==> config.mk <==
export PLATFORM = sky130hd
export DESIGN_NAME = rdptr_flags
export DESIGN_NICKNAME = d
export VERILOG_FILES = /design/src/rtl/rdptr_pkg.sv /design/src/rtl/rdptr_walker.sv /design/src/rtl/rdptr_flag.sv /design/src/rtl/rdptr_flags.sv
export SDC_FILE = /design/constraint.sdc
export NUM_CORES = 1
export LEC_CHECK = 0
export BUFFER_PORTS_ARGS = -buffer_cell sky130_fd_sc_hd__buf_2
export CAP_MARGIN = 20
export CORE_MARGIN = 3
export CORE_UTILIZATION = 37
export CTS_BUF_LIST = sky130_fd_sc_hd__clkbuf_8 sky130_fd_sc_hd__clkbuf_16
export DETAILED_ROUTE_END_ITERATION = 10
export PLACE_DENSITY_LB_ADDON = 0.12
export SYNTH_ARGS = -nofsm -noshare
export SYNTH_HDL_FRONTEND = slang
export SYNTH_SLANG_ARGS = --single-unit
==> constraint.sdc <==
create_clock -name clk_i -period 4.75 [get_ports clk_i]
set_clock_uncertainty 0.1 [all_clocks]
set_input_delay 0 -clock clk_i [delete_from_list [all_inputs] [get_ports clk_i]]
set_output_delay 0 -clock clk_i [all_outputs]
set_load 0.05 [all_outputs]
==> src/rtl/rdptr_pkg.sv <==
package rdptr_pkg;
  typedef enum logic {
    EDGE_ANY  = 1'b0,
    EDGE_RISE = 1'b1
  } edge_mode_e;
endpackage

==> src/rtl/rdptr_walker.sv <==
module rdptr_walker #(
  parameter int BASE   = 4,
  parameter int BYTES  = 4,
  parameter int BITS   = 8,
  parameter int ADDR_W = 8
) (
  input  logic              clk_i,
  input  logic              rst_ni,
  input  logic              step_i,
  output logic [ADDR_W-1:0] addr_o,
  output logic              fetch_o
);
  localparam int CNT_W = (BITS > 1) ? $clog2(BITS) : 1;
  localparam logic [ADDR_W-1:0] FIRST = ADDR_W'(BASE);
  localparam logic [ADDR_W-1:0] LAST  = ADDR_W'(BASE + BYTES - 1);
  localparam logic [CNT_W-1:0]  TOP   = CNT_W'(BITS - 1);

  logic [CNT_W-1:0]  bit_q;
  logic [ADDR_W-1:0] addr_q;

  always_ff @(posedge clk_i or negedge rst_ni) begin
    if (!rst_ni) begin
      bit_q  <= '0;
      addr_q <= FIRST;
    end else if (step_i) begin
      if (bit_q == TOP) begin
        bit_q  <= '0;
        addr_q <= (addr_q == LAST) ? FIRST : addr_q + 1'b1;
      end else begin
        bit_q <= bit_q + 1'b1;
      end
    end
  end

  // first bit of a byte: the byte at addr_q is fetched
  assign fetch_o = step_i && (bit_q == '0);
  assign addr_o  = addr_q;
endmodule

==> src/rtl/rdptr_flag.sv <==
module rdptr_flag
  import rdptr_pkg::*;
#(
  parameter edge_mode_e MODE = EDGE_ANY
) (
  input  logic clk_i,
  input  logic rst_ni,
  input  logic set_i,
  input  logic clr_i,
  input  logic mask_i,
  output logic flag_o,
  output logic event_o
);
  logic flag_q, flag_d, rise, fall;

  always_comb begin
    flag_d = flag_q;
    if (set_i)      flag_d = 1'b1;
    else if (clr_i) flag_d = 1'b0;
  end

  assign rise = flag_d & ~flag_q;
  assign fall = ~flag_d & flag_q;

  generate
    if (MODE == EDGE_RISE) begin : g_rise
      assign event_o = mask_i & rise;
    end else begin : g_any
      assign event_o = mask_i & (rise | fall);
    end
  endgenerate

  always_ff @(posedge clk_i or negedge rst_ni) begin
    if (!rst_ni) flag_q <= 1'b0;
    else         flag_q <= flag_d;
  end

  assign flag_o = flag_q;
endmodule

==> src/rtl/rdptr_flags.sv <==
module rdptr_flags
  import rdptr_pkg::*;
#(
  parameter int USER_BASE  = 4,
  parameter int USER_BYTES = 4,
  parameter int CS_BASE    = 8,
  parameter int CS_BYTES   = 24,
  parameter int CS_SPLIT   = 4,
  parameter int BITS       = 8,
  parameter int ADDR_W     = 8
) (
  input  logic              clk_i,
  input  logic              rst_ni,
  input  logic              user_bit_i,
  input  logic              cs_bit_i,
  input  logic              mask0_i,
  input  logic              mask2_i,
  output logic              flag0_o,
  output logic              flag2_o,
  output logic [ADDR_W-1:0] user_addr_o,
  output logic [ADDR_W-1:0] cs_addr_o,
  output logic              irq_no
);
  localparam logic [ADDR_W-1:0] U_LO  = ADDR_W'(USER_BASE);
  localparam logic [ADDR_W-1:0] U_HI  = ADDR_W'(USER_BASE + USER_BYTES / 2);
  localparam logic [ADDR_W-1:0] C_TOP = ADDR_W'(CS_BASE);
  localparam logic [ADDR_W-1:0] C_MID = ADDR_W'(CS_BASE + CS_SPLIT);

  logic u_fetch, c_fetch, ev0, ev2, irq_q;

  rdptr_walker #(.BASE(USER_BASE), .BYTES(USER_BYTES), .BITS(BITS), .ADDR_W(ADDR_W)) u_user_walk (
    .clk_i(clk_i), .rst_ni(rst_ni), .step_i(user_bit_i),
    .addr_o(user_addr_o), .fetch_o(u_fetch)
  );

  rdptr_walker #(.BASE(CS_BASE), .BYTES(CS_BYTES), .BITS(BITS), .ADDR_W(ADDR_W)) u_cs_walk (
    .clk_i(clk_i), .rst_ni(rst_ni), .step_i(cs_bit_i),
    .addr_o(cs_addr_o), .fetch_o(c_fetch)
  );

  rdptr_flag #(.MODE(EDGE_ANY)) u_flag0 (
    .clk_i(clk_i), .rst_ni(rst_ni),
    .set_i(u_fetch && user_addr_o == U_HI),
    .clr_i(u_fetch && user_addr_o == U_LO),
    .mask_i(mask0_i), .flag_o(flag0_o), .event_o(ev0)
  );

  rdptr_flag #(.MODE(EDGE_RISE)) u_flag2 (
    .clk_i(clk_i), .rst_ni(rst_ni),
    .set_i(c_fetch && cs_addr_o == C_TOP),
    .clr_i(c_fetch && cs_addr_o == C_MID),
    .mask_i(mask2_i), .flag_o(flag2_o), .event_o(ev2)
  );

  // pulse lands in the same cycle as the new flag value
  always_ff @(posedge clk_i or negedge rst_ni) begin
    if (!rst_ni) irq_q <= 1'b1;
    else         irq_q <= ~(ev0 | ev2);
  end

  assign irq_no = irq_q;
endmodule

==> metrics.cfg <==
[outcome]
status=finished clean

[yosys]
synth_nets=148
synthCells=131
synthArstFlopShare_pct=100
yosys.area.top_type=dfrtp_1
ys_types=39
ys_seq_area_share_pct=46.7
ys_top_cells_by_area=dfrtp_1 (41%), ha_1 (10%), dfstp_2 (5.9%)
yosys_warnings=0
synth.avg_cell_area_sq_um=10.3
ys_ff_latch=25
netlist_area_sq_mm=0.00135
synth_edf_count=0
ys.flop_type=dfrtp_1
synth_top_area_share_pct=40.9

[placement]
post_dp_cell_area_sq_mm=0.00150
numPortBuffers=24
place_hpwl_um=1940
gp_congestion=0.809
place_inst=195

[setup_path]
crit_required_ns=4.85
path_class=flip-flop to flip-flop
worstPathArrival_ns=2.47
critPathCaptureType=flip-flop
start_kind=flip-flop
crit_fanout=9

[pwr]
finalPower_mw=0.780
leakage_nw=0.742
powerDensity_mw_per_mm2=489
ir_drop_uv=324

[flow_run]
cap_violations=0

[floorplanning]
fp.dieArea_sq_mm=0.00440
start_util_pct=39.4
fp.coreArea_sq_mm=0.00342
die_w_um=66.3
die_y_um=66.3
std_cell_rows=21
ios=25

[sta]
finalSetupViolCount=0
maxSlewViolCount=0
rsz0062_at_grt=false
slew_headroom_pct=61.6
period_share_pct=50.0
fin_setup_tns_ns=0
fmax_ghz=0.421
hold_viol_final=0
worstMarginPinSlew_ns=0.577
period_minus_slack_ns=2.37

[global_routing]
grt_util_all_layers_pct=13.3
grt_pass1_wl_um=4510
grt_pass1_vias=1046
gr-total-overflow=0
antenna_found_initial=0
grt_max_degree=26

[worst_hold_path]
hold_path.class=input pin to async pin

[clock_network]
htree_levels=1
clkSlewWorstSetupHoldPaths_ns=0.09
insertion_delay_ns=0.26
cts_resized=0
cts_root_buf=clkbuf_8
cts_tree=yes
cts_made_buffers=3
clk_path_buf_depth=2
clkSinkCount=25

[detailed_routing]
dr_total_vias=1038
dr.pass1.iters=4
vias_per_cell=5.09
avgRoutedWirePerCell_um=13.0
routed_wl_um=2650
postRouteAntennaNets=0
drc_errors=0
drt-initial-drc-count=36

[cells_and_area]
antenna_cells=0
nets=176
final_common_cell=buf_2
layout.cells.non_filler=204
drive_above_1_share_pct=23.4
syn_to_final_growth_pct=18.5
design_area_sq_mm=0.00160
layout_common_cells=buf_2 (24), dfrtp_1 (22), inv_1 (12), nand2_1 (12), ha_1 (11)
fillCellCount=339
post-route-util_pct=46.7

==> worst paths after layout <==
| kind | startpoint | to | slack (ns) | depth (start not counted) |
|---|---|---|---|---|
| max in group asynchronous | rst_ni | u_cs_walk.addr_o[4] | 4.01 | 2 |
| hold / removal | rst_ni | u_user_walk.addr_o[1] | 0.16 | 2 |
| hold reg to reg | u_cs_walk.addr_o[7] | u_cs_walk.addr_o[7] | 0.39 | 1 |
| min in group clk_i | u_cs_walk.addr_o[7] | u_cs_walk.addr_o[7] | 0.39 | 1 |
| setup reg to reg | u_user_walk.addr_o[2] | irq_no | 2.38 | 4 |
| setup / recovery | u_user_walk.addr_o[2] | irq_no | 2.38 | 4 |
==> power by group <==
| part | internal, mW | switching [mW] |
|---|---|---|
| combinational | 0.112 | 0.210 |
| sequential | 0.272 | 0.0636 |
| clock | 0.0578 | 0.0649 |
| total | 0.442 | 0.339 |
==> kinds of logic (layout without fill, tap and decap cells) <==
group                      count (synthesis)  in the layout  synth area share, %
xor gates and xnor gates                   7              7                 4.55
adders and majority gates                 11             11                 10.2
DFF                                       25             25                 46.7
and+or+nand+nor                           46             46                 19.8
AOI/OAI and AO/OA                         20             20                 9.85
muxes                                      5              5                 4.00
buffers and inverters                     17             44                 4.83
==> worst max-delay path, stage by stage (launching register included) <==
cell and delay [ns]:
dfstp_2 0.59, or4b_4 0.51, nor4_1 0.37, a32oi_1 0.16, dlygate4sd3_1 0.57
==> through the flow <==
stage / worst slack, ns / hold slack (ns)
2_1_floorplan: 2.65 / -0.396
3_3_place_gp: 2.81 / -0.0651
3_5_place_dp: 2.79 / -0.0623
4_1_cts: 2.39 / 0.181
5_1_grt: 2.30 / 0.215
6_report: 2.38 / 0.157
==> per-layer routing <==
| layer | global-route usage [%] | vias up | routed length (um) |
|---|---|---|---|
| li1 | - | 517 | - |
| met1 | 15.6 | 497 | 1210 |
| met2 | 23.2 | 22 | 1300 |
| met3 | 3.23 | 2 | 113 |
| met4 | 5.08 | 0 | 21 |
| met5 | 0 | - | 0 |
==> state kept, by name, indices dropped and copies added (netlist names) <==
name / count
u_cs_walk.bit_q: 3
u_flag2.flag_o: 1
u_cs_walk.addr_o: 8
u_user_walk.bit_q: 3
irq_no: 1
u_user_walk.addr_o: 8
u_flag0.flag_o: 1
==> Yosys cell counts (2+ instances only) <==
cell type	n
a21oi_1	3
and3_1	3
clkbuf_1	5
dfrtp_1	22
dfstp_2	3
ha_1	11
inv_1	11
mux2_2	3
mux2i_1	2
nand2_1	12
nand3_1	6
nand3b_1	2
nand4_1	3
nor2_1	4
nor3_1	3
nor4_1	2
o21ai_0	7
o311ai_0	2
o31ai_1	2
xnor2_1	6
==> area by class of cell <==
class	count	area, sq um	area share [%]
multi-input combinational	89	652	40.9
sequential	25	629	39.5
timing repair buffer	29	170	10.7
tap	46	57.6	3.61
clock buffer	3	41.3	2.59
inverter	11	41.3	2.59
clock inverter	1	3.75	0.235
==> timing repair <==
item                                   4_1_cts  5_1_grt
endpoints found under the hold margin       29        0
setup endpoints to repair                    0        0
buffers inserted                             0        0
hold buffers                                 5        0
Power figures use the tool's default switching activity.
